$ cat src/rtl/pix_run_pkg.sv
package pix_run_pkg;

  typedef enum logic [1:0] {
    PL_BYTE = 2'd0,
    PL_DEEP = 2'd1,
    PL_CTRL = 2'd2
  } plane_e;

  localparam int unsigned NPLANE = 3;

  function automatic logic [NPLANE-1:0] plane_mask(input logic deep, input logic raw);
    logic [NPLANE-1:0] m;
    m          = '0;
    m[PL_BYTE] = 1'b1;
    m[PL_DEEP] = deep;
    m[PL_CTRL] = deep & raw;
    return m;
  endfunction

endpackage

$ cat src/rtl/pix_cmd_port.sv
module pix_cmd_port #(
  parameter  int unsigned PIX_AW = 20,
  parameter  int unsigned SRC_W  = 24,
  parameter  int unsigned LEN_W  = 5,
  parameter  int unsigned DATA_W = 32,
  localparam int unsigned BUS_AW = PIX_AW + 4,
  localparam int unsigned BE_W   = DATA_W / 8
) (
  input  logic              clk_i,
  input  logic              rst_ni,
  input  logic              req_i,
  input  logic              we_i,
  input  logic [BUS_AW-1:0] addr_i,
  input  logic [BE_W-1:0]   be_i,
  input  logic [DATA_W-1:0] wdata_i,
  input  logic              busy_i,
  output logic [DATA_W-1:0] rdata_o,
  output logic              wait_o,
  output logic              start_o,
  output logic [PIX_AW-1:0] dst_o,
  output logic [SRC_W-1:0]  src_o,
  output logic [LEN_W-1:0]  len_m1_o,
  output logic              raw_o,
  output logic [DATA_W-1:0] latch_o
);
  localparam int unsigned CMD_BIT = 2;
  localparam int unsigned DST_LSB = 3;
  localparam int unsigned RAW_BIT = PIX_AW + 3;

  logic wr_ok, is_cmd;
  logic [DATA_W-1:0] latch_q;

  assign wr_ok    = req_i & we_i & (&be_i);
  assign is_cmd   = wr_ok & addr_i[CMD_BIT];
  assign wait_o   = is_cmd & busy_i;
  assign start_o  = is_cmd & ~busy_i;
  assign dst_o    = addr_i[DST_LSB +: PIX_AW];
  assign raw_o    = addr_i[RAW_BIT];
  assign src_o    = wdata_i[SRC_W-1:0];
  assign len_m1_o = wdata_i[SRC_W +: LEN_W];
  assign rdata_o  = '0;
  assign latch_o  = latch_q;

  always_ff @(posedge clk_i or negedge rst_ni) begin
    if (!rst_ni) latch_q <= '0;
    else if (wr_ok && !addr_i[CMD_BIT]) latch_q <= wdata_i;
  end

  logic unused_bits;
  assign unused_bits = ^{addr_i[1:0], wdata_i[DATA_W-1:SRC_W+LEN_W]};

  // a command is never launched on top of a running one
  a_r8_start_idle: assert property (@(posedge clk_i) disable iff (!rst_ni)
    start_o |-> !busy_i);

endmodule

$ cat src/rtl/pix_run_seq.sv
module pix_run_seq #(
  parameter int unsigned PIX_AW = 20,
  parameter int unsigned SRC_W  = 24,
  parameter int unsigned LEN_W  = 5,
  parameter int unsigned DATA_W = 32,
  parameter int unsigned NPL    = 3
) (
  input  logic              clk_i,
  input  logic              rst_ni,
  input  logic              start_i,
  input  logic [PIX_AW-1:0] dst_i,
  input  logic [SRC_W-1:0]  src_i,
  input  logic [LEN_W-1:0]  len_m1_i,
  input  logic [DATA_W-1:0] latch_i,
  input  logic [NPL-1:0]    pmask_i,
  output logic              busy_o,
  output logic              fill_o,
  output logic [DATA_W-1:0] colour_o,
  output logic [NPL-1:0]    pmask_o,
  output logic              rd_vld_o,
  output logic [PIX_AW-1:0] rd_addr_o,
  output logic              wr_vld_o,
  output logic [PIX_AW-1:0] wr_addr_o
);
  localparam logic [SRC_W-1:0] FILL_KEY = {SRC_W{1'b1}};

  logic              run_q, s1_vld_q, fill_q;
  logic [LEN_W-1:0]  idx_q, len_q, off_q;
  logic [PIX_AW-1:0] dst_q, src_q;
  logic [DATA_W-1:0] colour_q;
  logic [NPL-1:0]    pmask_q;

  always_ff @(posedge clk_i or negedge rst_ni) begin
    if (!rst_ni) begin
      run_q    <= 1'b0;
      s1_vld_q <= 1'b0;
      fill_q   <= 1'b0;
      idx_q    <= '0;
      len_q    <= '0;
      off_q    <= '0;
      dst_q    <= '0;
      src_q    <= '0;
      colour_q <= '0;
      pmask_q  <= '0;
    end else begin
      s1_vld_q <= run_q;
      if (run_q) off_q <= idx_q;
      if (start_i) begin
        run_q    <= 1'b1;
        idx_q    <= '0;
        len_q    <= len_m1_i;
        dst_q    <= dst_i;
        src_q    <= src_i[PIX_AW-1:0];
        fill_q   <= (src_i == FILL_KEY);
        colour_q <= latch_i;
        pmask_q  <= pmask_i;
      end else if (run_q) begin
        if (idx_q == len_q) run_q <= 1'b0;
        else idx_q <= idx_q + 1'b1;
      end
    end
  end

  assign busy_o    = run_q | s1_vld_q;
  assign fill_o    = fill_q;
  assign colour_o  = colour_q;
  assign pmask_o   = pmask_q;
  assign rd_vld_o  = run_q & ~fill_q;
  assign rd_addr_o = src_q + PIX_AW'(idx_q);
  assign wr_vld_o  = s1_vld_q;
  assign wr_addr_o = dst_q + PIX_AW'(off_q);

  logic [LEN_W:0] wcnt_q;
  always_ff @(posedge clk_i or negedge rst_ni) begin
    if (!rst_ni) wcnt_q <= '0;
    else if (start_i) wcnt_q <= '0;
    else if (wr_vld_o) wcnt_q <= wcnt_q + 1'b1;
  end

  // never more writes than the run length
  a_r2_len_bound: assert property (@(posedge clk_i) disable iff (!rst_ni)
    wr_vld_o |-> wcnt_q <= {1'b0, len_q});
  // consecutive writes step up by one pixel
  a_r2_ascending: assert property (@(posedge clk_i) disable iff (!rst_ni)
    (wr_vld_o && $past(wr_vld_o)) |-> wr_addr_o == $past(wr_addr_o) + 1'b1);

endmodule

$ cat src/rtl/pix_plane_lane.sv
module pix_plane_lane #(
  parameter int unsigned AW = 20,
  parameter int unsigned DW = 8
) (
  input  logic          clk_i,
  input  logic          rst_ni,
  input  logic          en_i,
  input  logic          fill_i,
  input  logic [DW-1:0] fill_val_i,
  input  logic          rd_vld_i,
  input  logic [AW-1:0] rd_addr_i,
  input  logic          wr_vld_i,
  input  logic [AW-1:0] wr_addr_i,
  output logic          ram_rd_o,
  output logic [AW-1:0] ram_raddr_o,
  input  logic [DW-1:0] ram_rdata_i,
  output logic          ram_wr_o,
  output logic [AW-1:0] ram_waddr_o,
  output logic [DW-1:0] ram_wdata_o
);
  logic          hit_q;
  logic [DW-1:0] fwd_q;

  assign ram_rd_o    = en_i & rd_vld_i;
  assign ram_raddr_o = rd_addr_i;
  assign ram_wr_o    = en_i & wr_vld_i;
  assign ram_waddr_o = wr_addr_i;
  // same-cycle read of the address being written returns old data: forward
  assign ram_wdata_o = fill_i ? fill_val_i : (hit_q ? fwd_q : ram_rdata_i);

  always_ff @(posedge clk_i or negedge rst_ni) begin
    if (!rst_ni) begin
      hit_q <= 1'b0;
      fwd_q <= '0;
    end else begin
      hit_q <= ram_rd_o & ram_wr_o & (ram_raddr_o == ram_waddr_o);
      fwd_q <= ram_wdata_o;
    end
  end

  // every copy write is backed by a read one clock earlier
  a_r4_read_first: assert property (@(posedge clk_i) disable iff (!rst_ni)
    (ram_wr_o && !fill_i) |-> $past(ram_rd_o));

endmodule

$ cat src/rtl/pix_run_engine.sv
module pix_run_engine #(
  parameter  int unsigned PIX_AW  = 20,
  parameter  int unsigned SRC_W   = 24,
  parameter  int unsigned LEN_W   = 5,
  parameter  int unsigned DATA_W  = 32,
  parameter  int unsigned PIX_W   = 8,
  parameter  int unsigned COLOR_W = 24,
  localparam int unsigned BUS_AW  = PIX_AW + 4,
  localparam int unsigned BE_W    = DATA_W / 8
) (
  input  logic              clk_i,
  input  logic              rst_ni,
  input  logic              depth24_i,
  input  logic              reg_req_i,
  input  logic              reg_we_i,
  input  logic [BUS_AW-1:0] reg_addr_i,
  input  logic [BE_W-1:0]   reg_be_i,
  input  logic [DATA_W-1:0] reg_wdata_i,
  output logic [DATA_W-1:0] reg_rdata_o,
  output logic              reg_wait_o,
  output logic              busy_o,
  output logic              p8_rd_o,
  output logic [PIX_AW-1:0] p8_raddr_o,
  input  logic [PIX_W-1:0]  p8_rdata_i,
  output logic              p8_wr_o,
  output logic [PIX_AW-1:0] p8_waddr_o,
  output logic [PIX_W-1:0]  p8_wdata_o,
  output logic              p32_rd_o,
  output logic [PIX_AW-1:0] p32_raddr_o,
  input  logic [DATA_W-1:0] p32_rdata_i,
  output logic              p32_wr_o,
  output logic [PIX_AW-1:0] p32_waddr_o,
  output logic [DATA_W-1:0] p32_wdata_o,
  output logic              pc_rd_o,
  output logic [PIX_AW-1:0] pc_raddr_o,
  input  logic [DATA_W-1:0] pc_rdata_i,
  output logic              pc_wr_o,
  output logic [PIX_AW-1:0] pc_waddr_o,
  output logic [DATA_W-1:0] pc_wdata_o
);
  import pix_run_pkg::*;

  localparam int unsigned NWIDE = NPLANE - 1;

  logic              start, raw, fill, rd_vld, wr_vld;
  logic [PIX_AW-1:0] dst, rd_addr, wr_addr;
  logic [SRC_W-1:0]  src;
  logic [LEN_W-1:0]  len_m1;
  logic [DATA_W-1:0] latch, colour;
  logic [NPLANE-1:0] pmask;
  logic [DATA_W-1:0] wide_fill;

  pix_cmd_port #(.PIX_AW(PIX_AW), .SRC_W(SRC_W), .LEN_W(LEN_W), .DATA_W(DATA_W)) u_port (
    .clk_i, .rst_ni,
    .req_i(reg_req_i), .we_i(reg_we_i), .addr_i(reg_addr_i), .be_i(reg_be_i),
    .wdata_i(reg_wdata_i), .busy_i(busy_o), .rdata_o(reg_rdata_o), .wait_o(reg_wait_o),
    .start_o(start), .dst_o(dst), .src_o(src), .len_m1_o(len_m1), .raw_o(raw),
    .latch_o(latch)
  );

  pix_run_seq #(.PIX_AW(PIX_AW), .SRC_W(SRC_W), .LEN_W(LEN_W), .DATA_W(DATA_W),
                .NPL(NPLANE)) u_seq (
    .clk_i, .rst_ni,
    .start_i(start), .dst_i(dst), .src_i(src), .len_m1_i(len_m1), .latch_i(latch),
    .pmask_i(plane_mask(depth24_i, raw)),
    .busy_o(busy_o), .fill_o(fill), .colour_o(colour), .pmask_o(pmask),
    .rd_vld_o(rd_vld), .rd_addr_o(rd_addr), .wr_vld_o(wr_vld), .wr_addr_o(wr_addr)
  );

  pix_plane_lane #(.AW(PIX_AW), .DW(PIX_W)) u_byte (
    .clk_i, .rst_ni,
    .en_i(pmask[PL_BYTE]), .fill_i(fill), .fill_val_i(colour[PIX_W-1:0]),
    .rd_vld_i(rd_vld), .rd_addr_i(rd_addr), .wr_vld_i(wr_vld), .wr_addr_i(wr_addr),
    .ram_rd_o(p8_rd_o), .ram_raddr_o(p8_raddr_o), .ram_rdata_i(p8_rdata_i),
    .ram_wr_o(p8_wr_o), .ram_waddr_o(p8_waddr_o), .ram_wdata_o(p8_wdata_o)
  );

  assign wide_fill = {{(DATA_W-COLOR_W){1'b0}}, colour[COLOR_W-1:0]};

  logic [NWIDE-1:0]  w_rd, w_wr;
  logic [PIX_AW-1:0] w_raddr [NWIDE];
  logic [PIX_AW-1:0] w_waddr [NWIDE];
  logic [DATA_W-1:0] w_rdata [NWIDE];
  logic [DATA_W-1:0] w_wdata [NWIDE];

  assign w_rdata[0] = p32_rdata_i;
  assign w_rdata[1] = pc_rdata_i;

  for (genvar g = 0; g < NWIDE; g++) begin : g_wide
    pix_plane_lane #(.AW(PIX_AW), .DW(DATA_W)) u_lane (
      .clk_i, .rst_ni,
      .en_i(pmask[g+1]), .fill_i(fill), .fill_val_i(wide_fill),
      .rd_vld_i(rd_vld), .rd_addr_i(rd_addr), .wr_vld_i(wr_vld), .wr_addr_i(wr_addr),
      .ram_rd_o(w_rd[g]), .ram_raddr_o(w_raddr[g]), .ram_rdata_i(w_rdata[g]),
      .ram_wr_o(w_wr[g]), .ram_waddr_o(w_waddr[g]), .ram_wdata_o(w_wdata[g])
    );
  end

  assign p32_rd_o    = w_rd[0];
  assign p32_raddr_o = w_raddr[0];
  assign p32_wr_o    = w_wr[0];
  assign p32_waddr_o = w_waddr[0];
  assign p32_wdata_o = w_wdata[0];
  assign pc_rd_o     = w_rd[1];
  assign pc_raddr_o  = w_raddr[1];
  assign pc_wr_o     = w_wr[1];
  assign pc_waddr_o  = w_waddr[1];
  assign pc_wdata_o  = w_wdata[1];

  // a holding write while idle launches nothing
  a_r1_latch_quiet: assert property (@(posedge clk_i) disable iff (!rst_ni)
    (reg_req_i && reg_we_i && !reg_addr_i[2] && !busy_o) |=> !busy_o);
  // partial-width command is dropped
  a_r7_partial_drop: assert property (@(posedge clk_i) disable iff (!rst_ni)
    (reg_req_i && reg_we_i && reg_addr_i[2] && !(&reg_be_i) && !busy_o) |=> !busy_o);
  // deep plane only moves together with the byte plane
  a_r5_deep_with_byte: assert property (@(posedge clk_i) disable iff (!rst_ni)
    p32_wr_o |-> (p8_wr_o && p32_waddr_o == p8_waddr_o));
  // control plane only moves together with the deep plane
  a_r6_ctrl_with_deep: assert property (@(posedge clk_i) disable iff (!rst_ni)
    pc_wr_o |-> (p32_wr_o && pc_waddr_o == p32_waddr_o));
  // wait only while a run is active
  a_r8_wait_busy: assert property (@(posedge clk_i) disable iff (!rst_ni)
    reg_wait_o |-> busy_o);

endmodule

$ cat config.mk
export PLATFORM = sky130hd
export DESIGN_NAME = pix_run_engine
export DESIGN_NICKNAME = d
export VERILOG_FILES = /design/src/rtl/pix_run_pkg.sv /design/src/rtl/pix_cmd_port.sv /design/src/rtl/pix_run_seq.sv /design/src/rtl/pix_plane_lane.sv /design/src/rtl/pix_run_engine.sv
export SDC_FILE = /design/constraint.sdc
export NUM_CORES = 1
export LEC_CHECK = 0
export ABC_AREA = 1
export BUFFER_PORTS_ARGS = -buffer_cell sky130_fd_sc_hd__buf_2
export CAP_MARGIN = 20
export CORE_UTILIZATION = 51
export DETAILED_ROUTE_END_ITERATION = 6
export GPL_ROUTABILITY_DRIVEN = 0
export HOLD_SLACK_MARGIN = 0.05
export MAX_ROUTING_LAYER = met4
export PLACE_DENSITY = 0.91
export SYNTH_ARGS = -nofsm -noshare
export SYNTH_HDL_FRONTEND = slang
export SYNTH_SLANG_ARGS = --single-unit
$ cat constraint.sdc
create_clock -name clk_i -period 3 [get_ports clk_i]
set_input_delay 0.15 -clock clk_i [delete_from_list [all_inputs] [get_ports clk_i]]
set_output_delay 0.15 -clock clk_i [all_outputs]
set_load 0.03 [all_outputs]
==> metrics.md <==
| Metric | Value |
|---|---|
| Routed Antenna Nets | 0 |
| First-pass GRT wire length | slightly below 50,000 um |
| Static leakage | 6.796 nW |
| IO buf count | 331 |
| Dpl hpwl | 21,950 um |
| Worst EP required | between 2 and 3 ns |
| Synth Area in Compound Gates | about 11% |
| Chip Height | roughly 140 um |
| Share of layout cells above drive strength 1 | about a quarter |
| Die W | 143.6 um |
| Max IR drop VDD | roughly 1.1 mV |
| Avg Inst Size Synth | a little under 8 sq um |
| P per Cell Area | slightly above 900 nW/um^2 |
| Hold_ws | just under 0.06 ns |
| R2r setup slk | ~0.31 ns |
| Status | finished, final reports clean |
| Slew @ Worst Pin | about 0.70 ns |
| Fin Setup TNS | 0 ns |
| Crit path largest cell delay | approximately 0.48 ns |
| Mapped Area | just over 10,000 sq um |
| Multiplexer area fraction after synthesis | less than 1% |
| Max-slew headroom | between 50% and 60% |
| Crit path time final | ~2.8 ns |
| Fin nets | roughly 1,800 |
| Hold Crit Class | input port to flip-flop |
| Critical Path Most Common Cell | nand2_1 |
| Register bit total from synthesis | approximately 180 |
| CTS Sinks | about 180 |
| Largest family of logic cells by synthesized area | simple AND/OR/NAND/NOR gates |
| H-tree lvl count | 4 |
| Placed Cells | 1,808 |
| Final instance area | 12,810 sq um |
| Seq/Total Area, Yosys | around 45% |
| Simple-gate portion of the synthesized area | approximately a quarter |
| Clock-pin slew on the worst setup and hold paths | about 0.080 ns |
| Pre-antenna DRT Iters | 6 |
| CORE AREA | between 15,000 and 20,000 sq um |
| Max Freq | between 300 and 400 MHz |
| Area after DPL | 11,460 sq um |
| Synth Area in XOR/XNOR | approximately 1.7% |
| Top cell family by delay on the critical path | adder cells |
| Most common cell after layout, fill and taps aside | nand2_1 |
| Slowest cell on crit path | fa_1 |
| Post-synthesis adder-cell area fraction | 1.737% |
| Clock root buffer master | clkbuf_16 |
| Post-CTS Setup Bufs | 0 |
| Vias | 10,310 |
| Full die area | between 20,000 and 25,000 sq um |
| Distinct cells, synth | 37 |
| Routed WL | approximately 31,000 um |
| Element type at the critical path end | primary output |
| Worst-Skew Late Latency | ~0.43 ns |
| IO Pins | 369 |
| RSZ-0062 raised after global routing | false |
| Num CTS Buffers | 17 |
| Worst setup SP type | flip-flop |
| Grt total ovfl | 0 |
| Clock Tree Buf Depth | 2 |
| Initial antenna violation count | 3 |
| Critical path buffers and inverters | 1 |
| Final Cycle Share | between 90% and 100% |
| CTS tree | done |
| GRT Util Overall | a little under a third |
| Final hold vios | 0 |
| Non-Filler Instances | around 1,900 |
| WL/cell | approximately 16 um |
| Synth warn | 0 |
| Vias per inst | ~5.4 |
| Largest net degree at the start of global routing | 118 |
| Initial Util | 52.21% |
| Num rows | 51 |
| CP max FO | 10 |
| Setup violations, final | 0 |
| Most frequent cells in the layout | 336 x nand2_1, 330 x buf_2, 184 x dfrtp_1, 172 x o21ai_0, 134 x nor2_1 |
| WP data arrival | 2.60 ns |
| Number of remaining DRC errors | 0 |
| Area Overhead vs Synth | 25.23% |
| Initial drt markers | 766 |
| Cell Chain, Critical Path | ha_1 > fa_1 > nand2_1 > nand2_1 > nand3_1 > nand2_4 > xor2_1 > buf_2 |
| Vias in the first global route | between 9,000 and 10,000 |
| Max Transition Viols Final | 0 |
| Clk_skew | 0.01051 ns |
| # Max-Cap Violations | 0 |
| Total Power | ~12 mW |
| Cells after synthesis | ~1,300 |
| Crit Path Category | flip-flop to primary output |
## cell usage after synthesis, drive strengths merged
| master | count | share of area [%] |
|---|---|---|
| nand2 | 356 | 14 |
| dfrtp | 184 | 45 |
| o21ai | 173 | 8.5 |
| nor2 | 144 | 5.8 |
| inv | 118 | 4.3 |
| buf | 116 | 8.4 |
| nand3 | 78 | 4.1 |
| clkbuf | 42 | 1.6 |
| o22ai | 35 | 2.1 |
| xor2 | 14 | 1.3 |
| ha | 11 | 1.3 |
| nand4 | 11 | 0.67 |
| a21oi | 9 | 0.44 |
| mux2 | 7 | 0.77 |
| nor3 | 6 | 0.34 |
| xnor2 | 5 | 0.43 |
| and2 | 4 | 0.27 |
| nor4 | 3 | 0.18 |
| fa | 2 | 0.39 |
| nand3b | 2 | 0.15 |
| or2 | 2 | 0.12 |
| and3 | 1 | 0.061 |
| conb | 1 | 0.037 |
| o41ai | 1 | 0.086 |
## cell families (layout without fill, tap and decap cells)
group / count (synthesis) / after routing
flip-flops: 184 / 184
other: 1 / 35
AND/OR/NAND/NOR: 607 / 607
adder cells (fa/ha/maj): 13 / 13
AO/OA/AOI/OAI: 218 / 218
multiplexers: 7 / 7
buffers and inverters: 276 / 566
XOR/XNOR: 19 / 19
## stage by stage
step                setup WS [ns]  utilization (%)
floorplan                  0.3709                -
global placement           0.4557            58.48
detailed placement         0.2824            58.48
CTS                       0.06515            65.29
global route              0.09516            65.38
finish                     0.2491            65.38
## routing by layer
metal	global-route usage, %	wire [um]	up-vias
met3	8.530	2875	111
li1	-	-	4721
met4	14.73	1198	0
met2	52.20	15330	628
met1	35.23	12050	4851
met5	-	0	-
## cell type report
type / count / area (sq um)
Inverter: 118 / 442.9
Clock buffer: 17 / 425.4
Antenna cell: 3 / 7.507
Multi-Input combinational cell: 896 / 4292
Timing Repair Buffer: 416 / 2506
Sequential cell: 184 / 4604
Tap cell: 265 / 331.6
Fill cell: 1525 / 6783
Clock inverter: 15 / 197.7
## state kept, by name (all words and copies together), names as in the netlist
register,cells
g_wide.u_lane.fwd_q,64
u_seq.dst_q,20
u_seq.wr_vld_o,1
u_seq.off_q,5
u_seq.fill_o,1
u_seq.len_q,5
u_port.latch_o,24
u_seq.colour_o,24
g_wide.u_lane.hit_q,2
u_byte.hit_q,1
u_seq.idx_q,5
u_seq.run_q,1
u_seq.pmask_o,3
u_seq.src_q,20
u_byte.fwd_q,8
## worst register-to-register path: stages (launching register included)
cell     delay, ns
dfrtp_1       0.39
ha_1          0.24
fa_1          0.48
nand3_1       0.11
nand3_1       0.18
xor2_1        0.38
nand2_1       0.09
nand2_1       0.09
nand3_1       0.13
nor3_2        0.27
nand3_2       0.13
nor2_1        0.12
## report_power, final
group	internal, mW	switching [mW]
combinational	1.63	4.45
sequential	2.89	0.375
clock	1.14	1.13
total	5.67	5.96
## final timing paths
| check | startpoint | endpoint | depth (start not counted) |
|---|---|---|---|
| max | u_seq.dst_q[0] | pc_waddr_o[6] | 8 |
| min | pc_rdata_i[22] | g_wide[1].u_lane.fwd_q[22] | 3 |
| max reg2reg | u_seq.dst_q[0] | g_wide[0].u_lane.hit_q | 11 |
| min reg2reg | u_port.latch_o[19] | u_seq.colour_o[19] | 2 |
| max in group asynchronous | rst_ni | u_port.latch_o[3] | 3 |
| min in group asynchronous | rst_ni | u_byte.fwd_q[5] | 2 |
## timing repair
item                                    4_1_cts  5_1_grt
resized for setup                             0        2
hold buffers                                 71        0
hold endpoints to repair                    159        0
endpoints found under the setup margin        0        9
(Power assumes the default switching activity.)
